File: config.mk
export PLATFORM = sky130hd
export DESIGN_NAME = rxr_rx_ring
export DESIGN_NICKNAME = d
export VERILOG_FILES = /design/src/rtl/rxr_pkg.sv /design/src/rtl/rxr_ring_ptr.sv /design/src/rtl/rxr_buf_cursor.sv /design/src/rtl/rxr_rx_ring.sv
export SDC_FILE = /design/constraint.sdc
export NUM_CORES = 1
export LEC_CHECK = 0
export BUFFER_PORTS_ARGS = -buffer_cell sky130_fd_sc_hd__buf_2
export CORE_MARGIN = 1.5
export CORE_UTILIZATION = 32
export CTS_BUF_LIST = sky130_fd_sc_hd__clkbuf_4
export DETAILED_ROUTE_END_ITERATION = 16
export PLACE_DENSITY = 0.51
export SLEW_MARGIN = 20
export SYNTH_ARGS = -nofsm -noshare
export SYNTH_HDL_FRONTEND = slang
export SYNTH_HIERARCHICAL = 1
export SYNTH_SLANG_ARGS = --single-unit
File: constraint.sdc
create_clock -name clk_i -period 8.2 [get_ports clk_i]
set_input_delay 1.64 -clock clk_i [delete_from_list [all_inputs] [get_ports clk_i]]
set_output_delay 1.64 -clock clk_i [all_outputs]
set_load 0.02 [all_outputs]
File: src/rtl/rxr_pkg.sv
package rxr_pkg;
  localparam int BYTE_AW = 24;          // {high byte, low word}
  localparam int WORD_AW = BYTE_AW - 1;
  localparam int LEN_W   = 12;

  localparam int F_ENP  = 0;
  localparam int F_STP  = 1;
  localparam int F_BUFF = 2;
  localparam int F_CRC  = 3;
  localparam int F_OFLO = 4;
  localparam int F_FRAM = 5;
  localparam int F_ERR  = 6;
  localparam int F_OWN  = 7;

  localparam logic [1:0] W_ADDR = 2'd0;
  localparam logic [1:0] W_FLAG = 2'd1;
  localparam logic [1:0] W_SIZE = 2'd2;
  localparam logic [1:0] W_MLEN = 2'd3;

  typedef enum logic [3:0] {
    S_IDLE, S_CHK, S_OWN, S_CLMID, S_RDLO, S_RDSZ, S_GOTSZ, S_WRB, S_WLEN, S_WFLG
  } rxr_state_e;
endpackage

File: src/rtl/rxr_ring_ptr.sv
module rxr_ring_ptr #(
  parameter int MAX_LOG = 7,
  localparam int IW = MAX_LOG
) (
  input  logic          clk_i,
  input  logic          rst_ni,
  input  logic [2:0]    log2_i,
  input  logic          adv_i,
  output logic [IW-1:0] idx_o,
  output logic [IW-1:0] nxt_o
);
  logic [IW-1:0] mask;

  assign mask  = ~({IW{1'b1}} << log2_i);
  assign nxt_o = (idx_o + 1'b1) & mask;

  always_ff @(posedge clk_i or negedge rst_ni) begin
    if (!rst_ni)    idx_o <= '0;
    else if (adv_i) idx_o <= nxt_o;
  end

  p_idx_in_ring_r11: assert property (@(posedge clk_i) disable iff (!rst_ni)
    (idx_o & ~mask) == '0);
endmodule

File: src/rtl/rxr_buf_cursor.sv
module rxr_buf_cursor #(
  parameter int AW = 24,
  parameter int SW = 12,
  localparam int CW = SW + 1
) (
  input  logic          clk_i,
  input  logic          rst_ni,
  input  logic          load_i,
  input  logic [AW-1:0] base_i,
  input  logic [SW-1:0] size_neg_i,
  input  logic          step_i,
  output logic [AW-1:0] addr_o,
  output logic          full_o
);
  logic [AW-1:0] base_q;
  logic [CW-1:0] cap_q, cnt_q;
  logic [SW-1:0] mag;

  assign mag    = ~size_neg_i + 1'b1;
  assign addr_o = base_q + AW'(cnt_q);
  assign full_o = (cnt_q == cap_q);

  always_ff @(posedge clk_i or negedge rst_ni) begin
    if (!rst_ni) begin
      base_q <= '0;
      cap_q  <= '0;
      cnt_q  <= '0;
    end else if (load_i) begin
      base_q <= base_i;
      cap_q  <= (mag == '0) ? CW'(1 << SW) : {1'b0, mag};
      cnt_q  <= '0;
    end else if (step_i) begin
      cnt_q  <= cnt_q + 1'b1;
    end
  end

  p_fill_bound_r4: assert property (@(posedge clk_i) disable iff (!rst_ni)
    cnt_q <= cap_q);
endmodule

File: src/rtl/rxr_rx_ring.sv
module rxr_rx_ring
  import rxr_pkg::*;
#(
  parameter int MAX_LOG = 7,
  localparam int IW = MAX_LOG
) (
  input  logic               clk_i,
  input  logic               rst_ni,
  input  logic [WORD_AW-1:0] ring_base_i,
  input  logic [2:0]         ring_len_i,
  input  logic [7:0]         rx_data_i,
  input  logic               rx_valid_i,
  input  logic               rx_sof_i,
  input  logic               rx_eof_i,
  input  logic               rx_crc_err_i,
  input  logic               rx_fram_err_i,
  output logic               mem_req_o,
  output logic               mem_we_o,
  output logic [WORD_AW-1:0] mem_addr_o,
  output logic [1:0]         mem_be_o,
  output logic [15:0]        mem_wdata_o,
  input  logic [15:0]        mem_rdata_i,
  output logic               rx_done_o,
  output logic               rx_missed_o
);
  rxr_state_e state;
  logic chain, first, drop, in_frame, ovf;
  logic [7:0] hold_d, nhi, hi_cur;
  logic hold_eof, hold_crc, hold_fram;
  logic [LEN_W-1:0] total;
  logic [15:0] lo_q;
  logic [IW-1:0] idx, nxt;
  logic [BYTE_AW-1:0] byte_addr;
  logic buf_full;
  logic [7:0] fl_end, fl_mid;

  rxr_ring_ptr #(.MAX_LOG(MAX_LOG)) u_ptr (
    .clk_i, .rst_ni, .log2_i(ring_len_i),
    .adv_i(state == S_CLMID || state == S_WFLG),
    .idx_o(idx), .nxt_o(nxt)
  );

  rxr_buf_cursor #(.AW(BYTE_AW), .SW(LEN_W)) u_cur (
    .clk_i, .rst_ni, .load_i(state == S_GOTSZ),
    .base_i({nhi, lo_q}), .size_neg_i(mem_rdata_i[LEN_W-1:0]),
    .step_i(state == S_WRB), .addr_o(byte_addr), .full_o(buf_full)
  );

  function automatic logic [WORD_AW-1:0] desc_at(input logic [IW-1:0] i, input logic [1:0] off);
    return ring_base_i + WORD_AW'({i, off});
  endfunction

  always_comb begin
    fl_mid         = '0;
    fl_mid[F_STP]  = first;
    fl_end         = '0;
    fl_end[F_ENP]  = 1'b1;
    fl_end[F_STP]  = first;
    fl_end[F_BUFF] = ovf;
    fl_end[F_OFLO] = ovf;
    fl_end[F_CRC]  = hold_eof & hold_crc;
    fl_end[F_FRAM] = hold_eof & hold_fram;
    fl_end[F_ERR]  = ovf | (hold_eof & (hold_crc | hold_fram));
  end

  always_comb begin
    mem_req_o   = 1'b0;
    mem_we_o    = 1'b0;
    mem_addr_o  = '0;
    mem_be_o    = 2'b11;
    mem_wdata_o = '0;
    rx_done_o   = 1'b0;
    rx_missed_o = 1'b0;
    unique case (state)
      S_CHK:   begin mem_req_o = 1'b1; mem_addr_o = desc_at(chain ? nxt : idx, W_FLAG); end
      S_OWN:   rx_missed_o = !mem_rdata_i[15] && !chain;
      S_CLMID: begin
        mem_req_o = 1'b1; mem_we_o = 1'b1;
        mem_addr_o = desc_at(idx, W_FLAG); mem_wdata_o = {fl_mid, hi_cur};
      end
      S_RDLO:  begin mem_req_o = 1'b1; mem_addr_o = desc_at(idx, W_ADDR); end
      S_RDSZ:  begin mem_req_o = 1'b1; mem_addr_o = desc_at(idx, W_SIZE); end
      S_WRB:   begin
        mem_req_o = 1'b1; mem_we_o = 1'b1;
        mem_addr_o = byte_addr[BYTE_AW-1:1];
        mem_be_o = byte_addr[0] ? 2'b10 : 2'b01;
        mem_wdata_o = {hold_d, hold_d};
      end
      S_WLEN:  begin
        mem_req_o = 1'b1; mem_we_o = 1'b1;
        mem_addr_o = desc_at(idx, W_MLEN); mem_wdata_o = 16'(total);
      end
      S_WFLG:  begin
        mem_req_o = 1'b1; mem_we_o = 1'b1; rx_done_o = 1'b1;
        mem_addr_o = desc_at(idx, W_FLAG); mem_wdata_o = {fl_end, hi_cur};
      end
      default: ;
    endcase
  end

  always_ff @(posedge clk_i or negedge rst_ni) begin
    if (!rst_ni) begin
      state <= S_IDLE;
      {chain, first, drop, in_frame, ovf} <= '0;
      {hold_d, hold_eof, hold_crc, hold_fram} <= '0;
      nhi <= '0; hi_cur <= '0; lo_q <= '0; total <= '0;
    end else begin
      unique case (state)
        S_IDLE: if (rx_valid_i) begin
          hold_d <= rx_data_i; hold_eof <= rx_eof_i;
          hold_crc <= rx_crc_err_i; hold_fram <= rx_fram_err_i;
          if (drop) begin
            if (rx_eof_i) drop <= 1'b0;
          end else if (rx_sof_i) begin
            first <= 1'b1; total <= '0; chain <= 1'b0; ovf <= 1'b0;
            in_frame <= 1'b1; state <= S_CHK;
          end else if (in_frame) begin
            chain <= buf_full;
            state <= buf_full ? S_CHK : S_WRB;
          end
        end
        S_CHK: state <= S_OWN;
        S_OWN: if (mem_rdata_i[15]) begin
          nhi   <= mem_rdata_i[7:0];
          state <= chain ? S_CLMID : S_RDLO;
        end else begin
          drop <= !hold_eof; in_frame <= 1'b0;
          ovf  <= chain;                       // no room to chain: close as overflow
          state <= chain ? S_WLEN : S_IDLE;
        end
        S_CLMID: begin first <= 1'b0; state <= S_RDLO; end
        S_RDLO:  state <= S_RDSZ;
        S_RDSZ:  begin lo_q <= mem_rdata_i; state <= S_GOTSZ; end
        S_GOTSZ: begin hi_cur <= nhi; state <= S_WRB; end
        S_WRB: begin
          total <= total + 1'b1;
          if (hold_eof) begin in_frame <= 1'b0; state <= S_WLEN; end
          else state <= S_IDLE;
        end
        S_WLEN: state <= S_WFLG;
        S_WFLG: state <= S_IDLE;
        default: state <= S_IDLE;
      endcase
    end
  end

  p_byte_gap_r12: assert property (@(posedge clk_i) disable iff (!rst_ni)
    rx_valid_i |-> state == S_IDLE);
  p_own_last_r10: assert property (@(posedge clk_i) disable iff (!rst_ni)
    rx_done_o |-> $past(mem_we_o && mem_addr_o[1:0] == W_MLEN) && mem_addr_o[1:0] == W_FLAG);
  p_done_pulse_r10: assert property (@(posedge clk_i) disable iff (!rst_ni)
    rx_done_o |=> !rx_done_o);
  p_len_field_r5: assert property (@(posedge clk_i) disable iff (!rst_ni)
    rx_done_o |-> $past(mem_wdata_o[15:12]) == 4'h0);
  p_err_summary_r8: assert property (@(posedge clk_i) disable iff (!rst_ni)
    rx_done_o |-> mem_wdata_o[8+F_ERR] == |{mem_wdata_o[8+F_BUFF], mem_wdata_o[8+F_CRC],
                                            mem_wdata_o[8+F_OFLO], mem_wdata_o[8+F_FRAM]});
  p_missed_quiet_r2: assert property (@(posedge clk_i) disable iff (!rst_ni)
    rx_missed_o |-> !mem_we_o ##1 !mem_req_o);
endmodule

==> results of run 1 <==
-- Yosys cell counts (all sizes together) (3+ instances only) --
cell       n
mux2i      6
nor2      75
a221o      8
nor4       7
dfrtp    121
a211oi     7
mux2      72
nand2b    10
and4       6
nor2b      7
o21ai     57
and2      12
xnor2     41
nand4     22
o31ai      3
o21a      12
a22oi     12
a221oi     3
nand3b     3
o2111ai    7
o22ai      8
and3      15
clkbuf    47
a21oi     64
o221ai    11
or2        3
o211ai    15
fa         4
a21o      12
buf       11
a31oi      4
nand2    135
ha        33
xor2      47
a222oi     7
or4        7
inv       21
nand3     35
nor3      26
a211o      5
or3       10
-- power groups by stage --
stage	clock network [W]	registers, W	logic [W]
floorplan	0	0.00102	0.00146
global placement	0	0.00118	0.00188
detailed placement	0	0.00118	0.00188
CTS	0.000453	0.00117	0.00189
global route	0.000481	0.00122	0.00209
finish	0.000435	0.00117	0.00189
-- final cells by class --
type / instances / area [um^2]
fillers: 2973 / 17700
multi-input cells: 844 / 5780
flip-flops and latches: 121 / 3030
repair buffers: 111 / 587
well taps: 378 / 473
clock inverters: 13 / 144
clock buffers: 19 / 143
inverters: 22 / 82.6
diodes: 1 / 2.50
-- metrics by stage --
step                      worst slack [ns]  hold slack [ns]  cell area (um^2)
after floorplan                       2.31            0.440              9110
after global placement                2.08            0.456              9940
after detailed placement              2.06            0.460              9940
after CTS                             1.70            0.488             10200
after global routing                  1.35            0.508             10200
final                                 1.72            0.486             10200
-- worst min-delay path by stage --
stage	to	startpoint
final	lo_q[4]	lo_q[4]
after global routing	lo_q[2]	lo_q[2]
after CTS	lo_q[1]	lo_q[1]
after detailed placement	lo_q[1]	lo_q[1]
after global placement	lo_q[1]	lo_q[1]
after floorplan	lo_q[0]	lo_q[0]
-- routing by layer --
metal / routed length (um) / global-route usage [%] / vias to the layer above
met5: 0 / 0 / -
met4: 183 / 3.43 / 0
met3: 1270 / 2.76 / 12
met2: 12400 / 29.9 / 199
met1: 13300 / 27.1 / 4062
li1: - / - / 3990
-- worst max-delay path: cells and delay by family (launching register included) --
family          cells  cell delay, ns
simple gates        5            0.88
buf+inv             2            0.42
mux                 1            0.38
fa+ha+maj           1            0.34
compound gates      5            1.59
flops               1            0.69
-- flip-flops by register name, summed over array words and instances, names as in the netlist, 4 cells and up --
signal,flops
hold_d,8
state,4
u_cur/cap_q,13
u_cur/cnt_q,13
hi_cur,8
lo_q,16
u_cur/base_q,24
u_ptr/idx_o,7
total,12
nhi,8
-- placed cells by master, fill, tap and decap left out, types with 7 or more instances in the layout --
| cell type | instances |
|---|---|
| a21o_1 | 12 |
| a21oi_1 | 64 |
| a221o_1 | 8 |
| a222oi_1 | 7 |
| a22oi_1 | 12 |
| and2_1 | 11 |
| and3_1 | 15 |
| buf_2 | 100 |
| buf_4 | 10 |
| clkbuf_4 | 19 |
| dfrtp_1 | 121 |
| ha_1 | 33 |
| inv_1 | 21 |
| mux2_2 | 71 |
| nand2_1 | 135 |
| nand2b_1 | 10 |
| nand3_1 | 34 |
| nand4_1 | 22 |
| nor2_1 | 74 |
| nor2b_1 | 7 |
| nor3_1 | 24 |
| nor4_1 | 7 |
| o2111ai_1 | 7 |
| o211ai_1 | 15 |
| o21a_1 | 12 |
| o21ai_0 | 48 |
| o21ai_1 | 9 |
| o221ai_1 | 11 |
| o22ai_1 | 8 |
| or3_1 | 9 |
| xnor2_1 | 41 |
| xor2_1 | 47 |
-- cells by family after synthesis --
logic type / synth area share [%]
adders and majority gates: 5.41
AOI/OAI and AO/OA: 19.6
buffers and inverters: 3.50
muxes: 9.56
DFF: 33.2
xor gates and xnor gates: 8.46
and+or+nand+nor: 20.2
==> metrics.cfg, run 1 <==
[synthesis]
syn_inst=1045
ys.flop_type=dfrtp_1
synth_area_um2=9110
syn_avg_cell_area_um2=8.72
synth_area_leaders=dfrtp_1 (33%), mux2_2 (8.8%), nand2_1 (5.6%)
async_reset_ff_share_pct=100
yosysSeqAreaShare_pct=33.2
ys_ff_latch=121
yosysWarningCount=6
ys_types=78
yosysTopAreaCellShare_pct=33.2
syn_nets=1139
yosysTopAreaCell=dfrtp_1
synth_edf_count=0

[critical_path]
crit_start=state[3]
worstSetupPathType=reg -> out
cp.arrival_ns=4.84
path_cells=nand2b_1 -> nor3_2 -> buf_4 -> nor2_1 -> nand2_1 -> mux2_2 -> ha_1 -> a21oi_1 -> o221ai_1 -> o31ai_1 -> nor2_1 -> a211o_1 -> a22o_1 -> buf_2
endpoint_kind=output pin
r2r_setup_slack_ns=4.68
timing.rr.end=u_cur/cnt_q[11]
worstSetupStartpointType=register
timing.rr.start=state[0]
cp_data_required_time_ns=6.56
cp_max_fo=16
cp_slowest_cell=dfrtp_1
r2r.worst_path.cells=8
max_stage_delay_ns=0.69
cp_common_cell=nor2_1
crit_path_end=mem_addr_o[12]

[clock_network]
clock_path_buffers=2
cts_tree=yes
clock-sinks=121
cts.clk_slew.worst_paths_ns=0.11
clkLatencyLatePin_ns=0.53
postCtsSetupRepairBufs=0
root_buffer=clkbuf_4
h-tree-depth=4
holdBufCountCts=0
cts_resized=0
cts_made_buffers=17

[pwr]
powerDensity_nw_per_um2=342
p_switching_w=0.00166
intPower_w=0.00184
vdd_drop_max_mv=0.127
power_frac_comb_pct=54.1
total_power_w=0.00350
leakagePower_nw=4.43
p_seq_share_pct=33.5
clkPwrFrac_pct=12.4
swShare_pct=47.5

[floorplan]
fp.dieH_um=172
num_rows=61
core_area_um2=27900
initial_utilization_pct=32.6
fp.dieW_um=172
io_pins=102
dieArea_um2=29500

[global_routing]
grt_pass1_wl_mm=43.4
grt_pass1_vias=7786
grt_start_max_net_pins=79
gr-total-overflow=0
grt_usage_pct=18.8
antenna_found_initial=1

[sta]
hold_violations=0
rsz0062_at_grt=false
maxSlewViolCount=0
tns_ns=0
period_needed_ns=6.48
max_freq_mhz=154
finalSetupViolCount=0
finalClockSkew_ns=0.0162
fin_crit_sh_pct=79.1
relSlewSlack_pct=36.0
tightest_slew_ns=0.952

[routing]
drc=0
initialDrtViolationCount=564
wl_per_cell_um=18.0
wl_mm=27.1
ant_nets=0
dr.pass1.iters=6
dr_total_vias=8263
avgViaCountPerCell=5.48

[cells_and_area]
fin_util_pct=36.6
fin_cells=1509
drive_gt1_share_pct=20.4
syn_to_final_growth_pct=12.4
nets=1211

[min_path]
hold_path_depth=2
hold_path_class=reg -> reg

[placed_design]
dp.cells=1476
dp_hpwl_mm=20.1
gp_congestion=0.869
portBuffers=101

[run]
maxCapViolCount=0

[status]
status=complete, no violations

Power figures use the tool's default switching activity.
==> run 2: changes to the inputs <==
ABC_AREA = 1   (was unset)
PLACE_DENSITY = 0.52   (was 0.51)
clock period = 5.9 ns   (was 8.2 ns; I/O delays follow)
==> run 2 against run 1 <==
Setup slack lost 1.0 ns; flip-flop and latch count is the same; largest cell class unchanged; clock power up 63%; sequential share of layout area decreased by 2.7 points; first-iteration DRC count increased by 8.5%.
==> metrics.cfg, run 2 <==
[status]
status=complete, no violations

[sta]
relSlewSlack_pct=55.4  ; +19 points
finalSetupViolCount=0  ; unchanged
fin_crit_sh_pct=88.4
finalClockSkew_ns=0.0296  ; +0.0134 ns
max_freq_mhz=192
maxSlewViolCount=0  ; unchanged
hold_violations=0  ; unchanged
rsz0062_at_grt=false
tns_ns=0  ; unchanged
period_needed_ns=5.22
tightest_slew_ns=0.669  ; -0.283 ns
fin_hold_ws_ns=0.464  ; -0.0211 ns

[critical_path]
cp.arrival_ns=4.04  ; -0.80 ns
endpoint_kind=output pin
cp_data_required_time_ns=4.72  ; -1.84 ns
r2r_setup_slack_ns=3.06  ; -1.62 ns
path_cells=nor2_1 -> nand2_1 -> nand2_1 -> buf_4 -> nor2_1 -> nand2_2 -> mux2_2 -> ha_1 -> nand2_1 -> inv_1 -> a21boi_0 -> nand2_1 -> nand3_1 -> nand3_1 -> nand3_1 -> buf_2
max_stage_delay_ns=0.47  ; -0.22 ns
r2r.worst_path.cells=11  ; +3
worst-path-stages=16  ; +2
timing.rr.end=u_cur/cnt_q[9]
cp_top_family=simple AND/OR/NAND/NOR gates
cp_max_fo=17  ; +1
worstSetupPathType=reg -> out
timing.rr.start=state[2]
path_buf_inv=3  ; +1
cp_slowest_cell=a21boi_0
cp_common_cell=nand2_1
worstSetupStartpointType=register

[cells_and_area]
largest_register=u_cur/base_q
fin_util_pct=36.7  ; +0.077 points
syn_to_final_growth_pct=12.9
fin_area_um2=11300  ; +10%
final_cell_mix=nand2_1 (518), inv_1 (174), nand3_1 (140), dfrtp_1 (121), nor2_1 (107)
nFillCells=3410  ; +15%
nets=1696  ; +40%
largest_reg_flops=24  ; unchanged
largest_registers=u_cur/base_q: 24 flops, lo_q: 16 flops
mostFrequentLayoutCell=nand2_1
drive_gt1_share_pct=16.4  ; -3.9 points

[floorplan]
fp.dieW_um=180  ; +4.6%
initial_utilization_pct=32.5  ; -0.077 points
fp.dieH_um=180  ; +4.6%
dieArea_um2=32200  ; +9.4%
num_rows=64  ; +4.9%
core_area_um2=30700  ; +9.8%
io_pins=102  ; unchanged

[placed_design]
gp_congestion=0.888  ; +2.2%
portBuffers=101  ; unchanged
dp_hpwl_mm=25.0  ; +24%
dpl_cell_area_um2=10900  ; +9.8%

[pwr]
leakagePower_nw=5.93  ; +34%
vdd_drop_max_mv=0.167  ; +32%
powerDensity_nw_per_um2=382  ; +12%

[synthesis]
yosysTopAreaCell=dfrtp_1
yosysTopAreaCellShare_pct=30.3  ; -2.9 points
synth_area_um2=9980  ; +9.5%
syn_nets=1594  ; +40%
synth_edf_count=0  ; unchanged
ys.flop_type=dfrtp_1
synth_area_leaders=dfrtp_1 (30%), nand2_1 (19%), nand3_1 (7.0%)
syn_inst=1500  ; +44%
syn_avg_cell_area_um2=6.65  ; -24%
ys_types=60  ; -23%
async_reset_ff_share_pct=100  ; unchanged
yosysWarningCount=6  ; unchanged
yosysSeqAreaShare_pct=30.3  ; -2.9 points
synth_common_cells=nand2_1 (518), inv_1 (174), nand3_1 (140)
ys_ff_latch=121  ; unchanged
synth.most_common_cell=nand2_1

[routing]
wl_per_cell_um=15.6  ; -13%
dr_total_vias=9850  ; +19%
drc=0  ; unchanged
avgViaCountPerCell=4.90  ; -11%
initialDrtViolationCount=612  ; +8.5%
wl_mm=31.4  ; +16%
ant_nets=0  ; unchanged
dr.pass1.iters=6  ; unchanged

[clock_network]
cts.clk_slew.worst_paths_ns=0.15  ; +0.04 ns
postCtsSetupRepairBufs=0  ; unchanged
h-tree-depth=4  ; unchanged
root_buffer=clkbuf_4
clock-sinks=121  ; unchanged
cts_resized=0  ; unchanged
clkLatencyLatePin_ns=0.56  ; +0.03 ns
cts_tree=yes
cts_made_buffers=17  ; unchanged
clock_path_buffers=2  ; unchanged
holdBufCountCts=0  ; unchanged

[min_path]
hold_path_class=in -> async

[global_routing]
grt_pass1_wl_mm=51.4  ; +18%
antenna_found_initial=1  ; unchanged
grt_start_max_net_pins=53  ; -33%
gr-total-overflow=0  ; unchanged
grt_usage_pct=19.8  ; +0.98 points
grt_pass1_vias=9435  ; +21%

[run]
maxCapViolCount=0  ; unchanged

-- run 2: through the flow --
step,power (W),cells,worst slack [ns]
after global routing,0.00469,2012,0.249
after detailed placement,0.00362,1979,1.07
final,0.00431,2012,0.681
after global placement,0.00361,1979,1.11
after CTS,0.00435,2011,0.651
after floorplan,0.00290,1500,1.74
-- run 2: power breakdown --
| part | leakage [nW] | switching [W] | internal (W) |
|---|---|---|---|
| sequential | 1.55 | 0.000275 | 0.00117 |
| combinational | 4.21 | 0.00143 | 0.000720 |
| clock | 0.170 | 0.000365 | 0.000344 |
-- run 2: worst register-to-register path, delay by kind of cell (launching register included) --
family | cells | cell delay [ns]
buffers and inverters | 4 | 1.37
flip-flops | 1 | 0.41
AND/OR/NAND/NOR | 7 | 0.93
-- run 2: cell families after synthesis --
group | synth area share, %
DFF | 30.3
and+or+nand+nor | 41.6
adders and majority gates | 4.94
AOI/OAI and AO/OA | 9.96
buffers and inverters | 8.57
xor gates and xnor gates | 2.55
muxes | 2.03
-- run 2: area by class of cell --
type	count	area, um^2	share of cell area, %
diodes	1	2.50	0.0222
clock buffers	17	128	1.13
clock inverters	15	213	1.89
inverters	190	719	6.39
multi-input cells	1161	6090	54.1
flip-flops and latches	121	3030	26.9
well taps	396	495	4.40
repair buffers	111	583	5.18
-- run 2: worst max-delay path by stage --
stage / start / to / slack, ns
finish: state[3] / mem_addr_o[14] / 0.68
global route: state[0] / mem_addr_o[14] / 0.25
CTS: state[0] / mem_addr_o[14] / 0.65
detailed placement: ring_len_i[2] / mem_addr_o[14] / 1.07
global placement: ring_len_i[2] / mem_addr_o[22] / 1.11
floorplan: ring_len_i[2] / mem_addr_o[22] / 1.74
-- run 2: routing by layer --
metal	GRT usage, %	vias up	share of wire [%]
li1	-	5072	-
met1	27.9	4551	49
met2	32.6	207	46
met3	2.63	20	4.2
met4	3.77	0	0.87
met5	0	-	0
